### src/rtl/pcd_pkg.sv
package pcd_pkg;
  typedef enum logic [1:0] {
    STEP_NONE = 2'd0,
    STEP_UP   = 2'd1,
    STEP_DOWN = 2'd2
  } step_e;

  localparam int unsigned NUM_PATHS = 2;
  localparam int unsigned PATH_REF  = 0;
  localparam int unsigned PATH_FB   = 1;
endpackage

### src/rtl/pcd_edge_div.sv
module pcd_edge_div #(
  parameter int unsigned DIV_W = 16
) (
  input  logic             clk_i,
  input  logic             rst_ni,
  input  logic             ce_i,
  input  logic [DIV_W-1:0] div_i,
  output logic             tick_o
);
  localparam int unsigned CNT_W = DIV_W + 1;

  logic [CNT_W-1:0] cnt_q;
  logic [CNT_W-1:0] lim;

  // terminal count is div+1, so period is div+2 enabled cycles
  assign lim    = {1'b0, div_i} + CNT_W'(1);
  assign tick_o = ce_i && (cnt_q >= lim);

  always_ff @(posedge clk_i or negedge rst_ni) begin
    if (!rst_ni)   cnt_q <= '0;
    else if (ce_i) cnt_q <= tick_o ? '0 : cnt_q + CNT_W'(1);
  end

  a_r4_hold_when_idle: assert property (@(posedge clk_i) disable iff (!rst_ni)
    !ce_i |=> $stable(cnt_q));
  a_r4_no_tick_when_idle: assert property (@(posedge clk_i) disable iff (!rst_ni)
    !ce_i |-> !tick_o);
  a_r2_wrap_after_tick: assert property (@(posedge clk_i) disable iff (!rst_ni)
    tick_o |=> cnt_q == '0);
  a_r2_count_up: assert property (@(posedge clk_i) disable iff (!rst_ni)
    (ce_i && !tick_o) |=> cnt_q == $past(cnt_q) + CNT_W'(1));
endmodule

### src/rtl/pcd_rate_gen.sv
module pcd_rate_gen #(
  parameter int unsigned RATE_W = 16
) (
  input  logic              clk_i,
  input  logic              rst_ni,
  input  logic [RATE_W-1:0] rate_i,
  output logic              strobe_o
);
  logic [RATE_W-1:0] cnt_q;

  // >= lets a shrinking setting recover at once instead of wrapping
  assign strobe_o = cnt_q >= rate_i;

  always_ff @(posedge clk_i or negedge rst_ni) begin
    if (!rst_ni) cnt_q <= '0;
    else         cnt_q <= strobe_o ? '0 : cnt_q + RATE_W'(1);
  end

  a_r6_reload: assert property (@(posedge clk_i) disable iff (!rst_ni)
    strobe_o |=> cnt_q == '0);
  a_r6_advance: assert property (@(posedge clk_i) disable iff (!rst_ni)
    !strobe_o |=> cnt_q == $past(cnt_q) + RATE_W'(1));
endmodule

### src/rtl/pcd_diff_acc.sv
module pcd_diff_acc
  import pcd_pkg::*;
#(
  parameter int unsigned ERR_W = 21
) (
  input  logic             clk_i,
  input  logic             rst_ni,
  input  logic             up_i,
  input  logic             dn_i,
  input  logic             strobe_i,
  output logic [ERR_W-1:0] err_o,
  output logic             ovf_o
);
  localparam int unsigned WIDE_W = ERR_W + 1;
  localparam logic signed [WIDE_W-1:0] SAT_HI = {2'b00, {(ERR_W-1){1'b1}}};
  localparam logic signed [WIDE_W-1:0] SAT_LO = {2'b11, {(ERR_W-1){1'b0}}};

  step_e                     step;
  logic        [ERR_W-1:0]   acc_q;
  logic        [ERR_W-1:0]   err_q;
  logic                      ovf_q;
  logic signed [WIDE_W-1:0]  wide;
  logic signed [WIDE_W-1:0]  sum;
  logic                      hit_hi;
  logic                      hit_lo;
  logic        [ERR_W-1:0]   sat_val;

  always_comb begin
    if (up_i && !dn_i)      step = STEP_UP;
    else if (dn_i && !up_i) step = STEP_DOWN;
    else                    step = STEP_NONE;
  end

  assign wide = $signed({acc_q[ERR_W-1], acc_q});

  always_comb begin
    unique case (step)
      STEP_UP:   sum = wide + WIDE_W'(1);
      STEP_DOWN: sum = wide - WIDE_W'(1);
      default:   sum = wide;
    endcase
  end

  assign hit_hi = sum > SAT_HI;
  assign hit_lo = sum < SAT_LO;

  always_comb begin
    if (hit_hi)      sat_val = SAT_HI[ERR_W-1:0];
    else if (hit_lo) sat_val = SAT_LO[ERR_W-1:0];
    else             sat_val = sum[ERR_W-1:0];
  end

  always_ff @(posedge clk_i or negedge rst_ni) begin
    if (!rst_ni) begin
      acc_q <= '0;
      err_q <= '0;
      ovf_q <= 1'b0;
    end else begin
      acc_q <= strobe_i ? '0 : sat_val;
      if (strobe_i) err_q <= sat_val;
      if (hit_hi || hit_lo) ovf_q <= 1'b1;
    end
  end

  assign err_o = err_q;
  assign ovf_o = ovf_q;

  a_r7_clear_on_strobe: assert property (@(posedge clk_i) disable iff (!rst_ni)
    strobe_i |=> acc_q == '0);
  a_r7_hold_between: assert property (@(posedge clk_i) disable iff (!rst_ni)
    !strobe_i |=> $stable(err_q));
  a_r9_sticky: assert property (@(posedge clk_i) disable iff (!rst_ni)
    ovf_q |=> ovf_q);
  a_r8_flag_on_clip: assert property (@(posedge clk_i) disable iff (!rst_ni)
    (hit_hi || hit_lo) |=> ovf_q);
  a_r5_single_step: assert property (@(posedge clk_i) disable iff (!rst_ni)
    !$past(strobe_i) && !strobe_i |->
      ($signed(acc_q) - $signed($past(acc_q)) <= 1) &&
      ($signed($past(acc_q)) - $signed(acc_q) <= 1));
endmodule

### src/rtl/phase_count_det.sv
module phase_count_det
  import pcd_pkg::*;
#(
  parameter int unsigned DIV_W  = 16,
  parameter int unsigned RATE_W = 16,
  parameter int unsigned ERR_W  = 21
) (
  input  logic              clk_i,
  input  logic              rst_ni,
  input  logic              ref_ce_i,
  input  logic              fb_ce_i,
  input  logic [DIV_W-1:0]  ref_div_i,
  input  logic [DIV_W-1:0]  fb_div_i,
  input  logic [RATE_W-1:0] rate_i,
  output logic [ERR_W-1:0]  err_o,
  output logic              strobe_o,
  output logic              ovf_o
);
  logic [NUM_PATHS-1:0] ce_vec;
  logic [NUM_PATHS-1:0] tick_vec;
  logic [DIV_W-1:0]     div_arr [NUM_PATHS];
  logic                 strobe;

  assign ce_vec[PATH_REF]  = ref_ce_i;
  assign ce_vec[PATH_FB]   = fb_ce_i;
  assign div_arr[PATH_REF] = ref_div_i;
  assign div_arr[PATH_FB]  = fb_div_i;

  for (genvar p = 0; p < NUM_PATHS; p++) begin : g_path
    pcd_edge_div #(.DIV_W(DIV_W)) i_div (
      .clk_i  (clk_i),
      .rst_ni (rst_ni),
      .ce_i   (ce_vec[p]),
      .div_i  (div_arr[p]),
      .tick_o (tick_vec[p])
    );
  end

  pcd_rate_gen #(.RATE_W(RATE_W)) i_rate (
    .clk_i    (clk_i),
    .rst_ni   (rst_ni),
    .rate_i   (rate_i),
    .strobe_o (strobe)
  );

  pcd_diff_acc #(.ERR_W(ERR_W)) i_acc (
    .clk_i    (clk_i),
    .rst_ni   (rst_ni),
    .up_i     (tick_vec[PATH_REF]),
    .dn_i     (tick_vec[PATH_FB]),
    .strobe_i (strobe),
    .err_o    (err_o),
    .ovf_o    (ovf_o)
  );

  assign strobe_o = strobe;

  a_r1_reset_clears: assert property (@(posedge clk_i)
    !rst_ni |-> (err_o == '0) && !ovf_o);
  a_r7_err_only_on_strobe: assert property (@(posedge clk_i) disable iff (!rst_ni)
    !strobe_o |=> $stable(err_o));
endmodule

### config.mk
export PLATFORM = sky130hd
export DESIGN_NAME = phase_count_det
export DESIGN_NICKNAME = d
export VERILOG_FILES = /design/src/rtl/pcd_pkg.sv /design/src/rtl/pcd_edge_div.sv /design/src/rtl/pcd_rate_gen.sv /design/src/rtl/pcd_diff_acc.sv /design/src/rtl/phase_count_det.sv
export SDC_FILE = /design/constraint.sdc
export NUM_CORES = 1
export LEC_CHECK = 0
export BUFFER_PORTS_ARGS = -buffer_cell sky130_fd_sc_hd__buf_2
export CAP_MARGIN = 0
export CORE_UTILIZATION = 60
export CTS_CLUSTER_DIAMETER = 100
export DETAILED_ROUTE_END_ITERATION = 6
export PLACE_DENSITY = 0.81
export SLEW_MARGIN = 5
export SYNTH_ARGS = -nofsm -noshare
export SYNTH_HDL_FRONTEND = slang
export SYNTH_SLANG_ARGS = --single-unit
### constraint.sdc
create_clock -name clk_i -period 6.9 [get_ports clk_i]
set_clock_uncertainty 0.15 [all_clocks]
set_input_delay 1.035 -clock clk_i [delete_from_list [all_inputs] [get_ports clk_i]]
set_output_delay 1.035 -clock clk_i [all_outputs]
set_load 0.01 [all_outputs]
==> results_dict.tcl, run 1 <==
set metrics [dict create \
    fin_tns_setup_ns 0 \
    drc 8 \
    grt.total_usage_pct 27.50 \
    cts_tree "yes" \
    final_nets 1014 \
    root_buffer "clkbuf_16" \
    slew_violations 0 \
    p_leak_nw 3.891 \
    hpwl_um 11960 \
    cts_setup_buffers 0 \
    status "complete, but fails checks" \
    arrival_ns 6.50 \
    io_pins 75 \
    critPathCaptureType "flip-flop" \
    place_inst 1017 \
    grt_max_degree 74 \
    routed_wl_um 15940 \
    worst_pin_slew_ns 0.7851 \
    gr-total-overflow 0 \
    slew-limit-headroom_pct 47.66 \
    synth_top_area_share_pct 32.60 \
    cp_top_family "simple AND/OR/NAND/NOR gates" \
    clock_path_buffers 2 \
    r2r_end "i_acc.err_o[3]$_DFFE_PN0N_" \
    fmax_ghz 0.1568 \
    crit_cells 27 \
    antenna_found_initial 0 \
    yosysTopAreaCell "dfrtp_1" \
    grt_pass1_wl_um 27870 \
    crit_path_start "ref_div_i[0]" \
    syn_area_sq_um 7138 \
    io_buffers 74 \
    via_count 6162 \
    hold_path_class "reg2reg" \
    cts_resized 0 \
    syn_inst 815 \
    dieArea_sq_um 12340 \
    cp_max_fo 21 \
    rows 39 \
    final-setup-viol-count 0 \
    synthTopCellsByCount "dfrtp_1, nor2_1, ha_1, nand2_1, a21oi_1" \
    grt_setup_unrepaired "no" \
    fin_crit_ns 6.379 \
    syn_avg_cell_area_sq_um 8.758 \
    cts_hold_buf 0 \
    synth.most_common_cell "dfrtp_1" \
    crit_path_top_delay_cell "or4_4" \
    hold_viol_final 0 \
    met3_usage_pct 3.937 \
    first_pass_iters 7 \
    path_buf_inv 4 \
    drive_gt1_share_pct 14.61 \
    synth-seq-cells 93 \
    r2r_slack_ns 1.74 \
    synth_area_leaders "dfrtp_1, ha_1, xor2_1, nor2_1, a21oi_1" \
    die_w_um 111.1 \
    whs_ns 0.3598 \
    grt_pass1_vias 6137 \
    ys_seq_area_share_pct 32.60 \
    synth_ff_type "dfrtp_1" \
    clock_latency_ns 0.35 \
    htreeDepth 3 \
    ys_types 77 \
    insertedDiodeCount 0 \
    slowest_delay_ns 0.55 \
    place.gp.congestion 0.9950 \
    initial_core_util_pct 61.98 \
    violations "DRC" \
    grt.met1_usage_pct 34.88 \
    die-height_um 111.1 \
    synth_edf_count 0 \
    coreArea_sq_um 11520 \
    cp-start-kind "input pin" \
    required_ns 7.02 \
    numCtsBuffers 9 \
    avgRoutedWirePerCell_um 15.43 \
    drv_cap 0 \
    synthArstFlopShare_pct 100.0 \
    synthToLayoutAreaGrowth_pct 12.06 \
    viasPerCell 5.965 \
    r2r-start "g_path[0].i_div.cnt_q[8]$_DFFE_PN0P_" \
    powerDensity_nw_per_um2 192.1 \
    fin_crit_sh_pct 92.45 \
    reg2reg_depth 19 \
    critPathCapture "i_acc.err_o[11]$_DFFE_PN0N_" \
    clock_sinks 93 \
    clk_pin_slew_ns 0.06 \
    layoutNonFillerInstCount 1033 \
    yosysWarnings 0 \
    crit_type "in2reg" \
    detail-route-antenna-nets 0 \
    met2_usage_pct 48.39 \
    drtIter0Drc 370 \
    synth_nets 944 \
    busiest_layer "met2" \
    total_power_w 0.001537 \
    max-vdd-ir-drop_uv 164.3 \
]
[worst reg2reg max path, stage by stage (launching register included)]
cell      delay, ns
dfrtp_1        0.43
ha_1           0.35
o21a_1         0.13
nor2_1         0.04
or4_1          0.51
a21oi_1        0.14
o221ai_1       0.17
a21oi_1        0.24
inv_2          0.05
ha_1           0.22
buf_12         0.17
ha_1           0.37
a21oi_1        0.25
o21ai_1        0.12
a221o_1        0.31
a21o_1         0.22
or3_4          0.42
mux2_4         0.38
nand4b_1       0.17
a41oi_1        0.13
[per-stage QoR]
stage	setup WS, ns	util [%]	cell area, sq um
floorplan	0.1763	-	7138
global placement	0.3945	66.63	7674
detailed placement	0.2091	66.63	7674
CTS	0.5537	69.46	7999
global route	0.05210	69.46	7999
finish	0.5209	69.46	7999
[where the power goes]
part | total [W] | internal, W | leakage (nW) | switching (W)
clock network | 0.000536 | 0.000329 | 0.160 | 0.000207
logic | 0.000311 | 0.000150 | 2.49 | 0.000161
registers | 0.000690 | 0.000609 | 1.24 | 0.0000808
total | 0.00154 | 0.00109 | 3.89 | 0.000449
[cell type report]
cell class              instances  area [sq um]
fillers                       930          3517
flip-flops and latches         93          2327
repair buffers                 86         488.0
inverters                      44         165.2
clock buffers                  11         242.7
clock inverters                 5         82.58
multi-input cells             651          4514
well taps                     143         178.9
[registers in the layout, indices dropped and copies added (netlist names)]
| register | flops |
|---|---|
| i_acc.ovf_o | 1 |
| g_path.i_div.cnt_q | 34 |
| i_acc.acc_q | 21 |
| i_acc.err_o | 21 |
| i_rate.cnt_q | 16 |
[cells in the final DEF (no fill, tap or decap), types with 3 or more instances in the layout]
master	n
o21ai_2	3
nand2_1	73
o21ai_0	21
a41oi_2	5
o211ai_1	6
nand4_1	14
buf_2	73
mux2i_1	5
nor2_1	91
a31oi_1	20
ha_1	76
xnor2_1	29
o22ai_1	3
a21oi_1	55
a41oi_1	3
o21bai_1	3
o211ai_2	3
nor3_1	4
dfrtp_1	93
and3_1	24
or3_1	8
o2bb2ai_1	5
nand2b_1	15
and2_1	6
xor2_1	47
a21oi_2	6
clkbuf_16	9
buf_4	11
a211oi_1	3
nand3_1	43
inv_1	43
a21o_1	16
nor2b_1	8
o21a_1	8
[cell families (layout without fill, tap and decap cells)]
| logic type | Yosys count | count (layout) | share of synthesized area (%) |
|---|---|---|---|
| AND/OR/NAND/NOR | 299 | 299 | 19.97 |
| flip-flops | 93 | 93 | 32.60 |
| AO/OA/AOI/OAI | 191 | 191 | 18.97 |
| multiplexers | 8 | 8 | 1.385 |
| buffers and inverters | 71 | 146 | 4.154 |
| adder cells (fa/ha/maj) | 77 | 77 | 13.60 |
| XOR/XNOR | 76 | 76 | 9.325 |
[how the worst min path moves through the flow]
stage / start / endpoint / slack, ns / cells past startpoint
6_report: i_acc.err_o[18]$_DFFE_PN0N_ / i_acc.err_o[18]$_DFFE_PN0N_ / 0.36 / 2
2_1_floorplan: i_rate.cnt_q[0]$_DFF_PN0_ / i_rate.cnt_q[0]$_DFF_PN0_ / 0.32 / 1
3_5_place_dp: i_acc.err_o[15]$_DFFE_PN0N_ / i_acc.err_o[15]$_DFFE_PN0N_ / 0.35 / 2
4_1_cts: i_acc.err_o[15]$_DFFE_PN0N_ / i_acc.err_o[15]$_DFFE_PN0N_ / 0.37 / 2
5_1_grt: i_acc.err_o[20]$_DFFE_PN0N_ / i_acc.err_o[20]$_DFFE_PN0N_ / 0.39 / 2
3_3_place_gp: i_acc.ovf_o$_DFFE_PN0P_ / i_acc.ovf_o$_DFFE_PN0P_ / 0.32 / 2
[routing by layer]
| layer | vias up | routed length [um] |
|---|---|---|
| met3 | 20 | 690 |
| met4 | 0 | 255 |
| met5 | - | 0 |
| met1 | 2943 | 7018 |
| li1 | 3042 | - |
| met2 | 157 | 7973 |
Power figures use the tool's default switching activity.
==> run 2: changes to the inputs <==
--- a/config.mk
+++ b/config.mk
@@ -10,7 +10,7 @@
 export CORE_UTILIZATION = 60
 export CTS_CLUSTER_DIAMETER = 100
 export DETAILED_ROUTE_END_ITERATION = 6
-export PLACE_DENSITY = 0.81
+export PLACE_DENSITY_LB_ADDON = 0.1
 export SLEW_MARGIN = 5
 export SYNTH_ARGS = -nofsm -noshare
 export SYNTH_HDL_FRONTEND = slang
==> run 2 against run 1 <==
  * The flow still finishes with violations (DRC)
  * Total power is 5.6% lower
  * Sequential power hardly changed
  * Non-clock buffer count stayed put
  * Utilization is 0.65 points lower
  * Final cell count hardly changed
  * Largest power group unchanged
==> results_dict.tcl, run 2 (synthesis results as in run 1) <==
set metrics [dict create \
    cts_tree "yes" \
    fmax_ghz 0.1557 \
    drtIter0Drc 261 \
    fin_crit_sh_pct 93.07 \
    grt_pass1_vias 5942 \
    place.gp.congestion 0.8945 \
    drv_cap 0 \
    slew-limit-headroom_pct 49.99 \
    via_count 6095 \
    p_leak_nw 3.857 \
    mostFrequentLayoutCells "dfrtp_1, nor2_1, ha_1, nand2_1, buf_2" \
    cts_resized 0 \
    viasPerCell 5.906 \
    clock_path_buffers 2 \
    grt.total_usage_pct 26.36 \
    required_ns 7.01 \
    cp-start-kind "input pin" \
    powerDensity_nw_per_um2 183.2 \
    grt_pass1_wl_um 26830 \
    synthToLayoutAreaGrowth_pct 11.01 \
    drc 16 \
    rows 39 \
    clock_latency_ns 0.34 \
    htreeDepth 3 \
    clock_sinks 93 \
    largest-register "g_path.i_div.cnt_q" \
    initial_core_util_pct 61.98 \
    routed_wl_um 15340 \
    gr-total-overflow 0 \
    io_buffers 74 \
    first_pass_iters 7 \
    detail-route-antenna-nets 0 \
    clk_pin_slew_ns 0.06 \
    final-setup-viol-count 0 \
    mostFrequentLayoutCell "dfrtp_1" \
    hold_viol_final 0 \
    slew_violations 0 \
    root_buffer "clkbuf_16" \
    cts_hold_buf 0 \
    crit_type "in2reg" \
    cts_setup_buffers 0 \
    worst_pin_slew_ns 0.7502 \
    largest_reg_flops 34 \
    dieArea_sq_um 12340 \
    insertedDiodeCount 0 \
    numCtsBuffers 9 \
    whs_ns 0.3656 \
    fin_tns_setup_ns 0 \
    max-vdd-ir-drop_uv 123.8 \
    hpwl_um 11720 \
    grt_max_degree 74 \
    arrival_ns 6.53 \
    critPathCaptureType "flip-flop" \
    status "complete, but fails checks" \
    cp_max_fo 14 \
    io_pins 75 \
    die_w_um 111.1 \
    hold_path_class "reg2reg" \
    violations "DRC" \
    die-height_um 111.1 \
    antenna_found_initial 0 \
    final_nets 1014 \
    drive_gt1_share_pct 14.62 \
    avgRoutedWirePerCell_um 14.87 \
    coreArea_sq_um 11520 \
    fin_crit_ns 6.422 \
    grt_setup_unrepaired "no" \
]
## run 2: cell types whose count changed in the layout (fill, tap and decap cells not counted)
| cell | delta |
|---|---|
| a2111oi_0 | -1 |
| a2111oi_1 | +1 |
| buf_12 | -2 |
| buf_4 | +2 |
| bufinv_16 | -2 |
| clkbuf_1 | -1 |
| clkinv_2 | +1 |
| clkinvlp_4 | +1 |
## run 2: area by class of cell
cell class | instances | area [sq um]
multi-input combinational | 651 | 4516
fill | 938 | 3592
sequential | 93 | 2327
timing repair buffer | 86 | 462.9
clock buffer | 10 | 239.0
tap | 143 | 178.9
inverter | 44 | 165.2
clock inverter | 5 | 35.03
## run 2: layer usage
layer | part of all wire [%] | track usage (%) | wire length (um)
met5 | 0 | 0 | 0
met4 | 1.6 | 8.468 | 240
met3 | 2.9 | 3.116 | 445
met2 | 50 | 46.67 | 7678
met1 | 45 | 33.59 | 6980
## run 2: final timing paths
check	start	to	slack (ns)	cells past startpoint
worst min register to register	i_acc.ovf_o$_DFFE_PN0P_	i_acc.ovf_o$_DFFE_PN0P_	0.37	2
worst max register to register	g_path[0].i_div.cnt_q[11]$_DFFE_PN0P_	i_acc.err_o[11]$_DFFE_PN0N_	1.76	21
min in group asynchronous	rst_ni	i_acc.err_o[10]$_DFFE_PN0N_	0.48	1
worst max-delay path	ref_div_i[2]	i_acc.err_o[11]$_DFFE_PN0N_	0.48	28
max in group asynchronous	rst_ni	i_acc.acc_q[16]$_DFF_PN0_	5.02	2
worst min-delay path	i_acc.ovf_o$_DFFE_PN0P_	i_acc.ovf_o$_DFFE_PN0P_	0.37	2
## run 2: power breakdown
part	internal, W	switching [W]	total [W]
registers	0.000609	0.0000811	0.000690
logic	0.000148	0.000156	0.000305
clock network	0.000253	0.000204	0.000457
## run 2: worst max-delay path: stages
cell	delay, ns
buf_2	0.12
and3_1	0.18
and3_1	0.22
nand2_1	0.07
nor2_1	0.20
nand2_1	0.10
xor2_1	0.18
ha_1	0.27
nand4_1	0.12
nor4_1	0.07
a2111oi_1	0.39
a21oi_1	0.11
or2_0	0.20
o221ai_1	0.20
a21oi_1	0.14
inv_2	0.06
ha_1	0.18
buf_4	0.24
inv_1	0.08
fa_1	0.40
nand2b_1	0.18
a21oi_1	0.21
o31ai_1	0.14
a211oi_2	0.33
or3_4	0.22
mux2i_4	0.12
or4_4	0.55
a41oi_2	0.19
## run 2: metrics by stage
step | std cells | util, % | setup slack (ns) | area [sq um] | power [W]
CTS | 1032 | 68.80 | 0.4425 | 7923 | 0.001467
finish | 1032 | 68.81 | 0.4778 | 7924 | 0.001451
global route | 1032 | 68.81 | 0.04540 | 7924 | 0.001547
floorplan | 815 | - | 0.1763 | 7138 | 0.0008923
global placement | 1017 | 66.42 | 0.3382 | 7649 | 0.0009790
detailed placement | 1017 | 66.42 | 0.1088 | 7649 | 0.001004
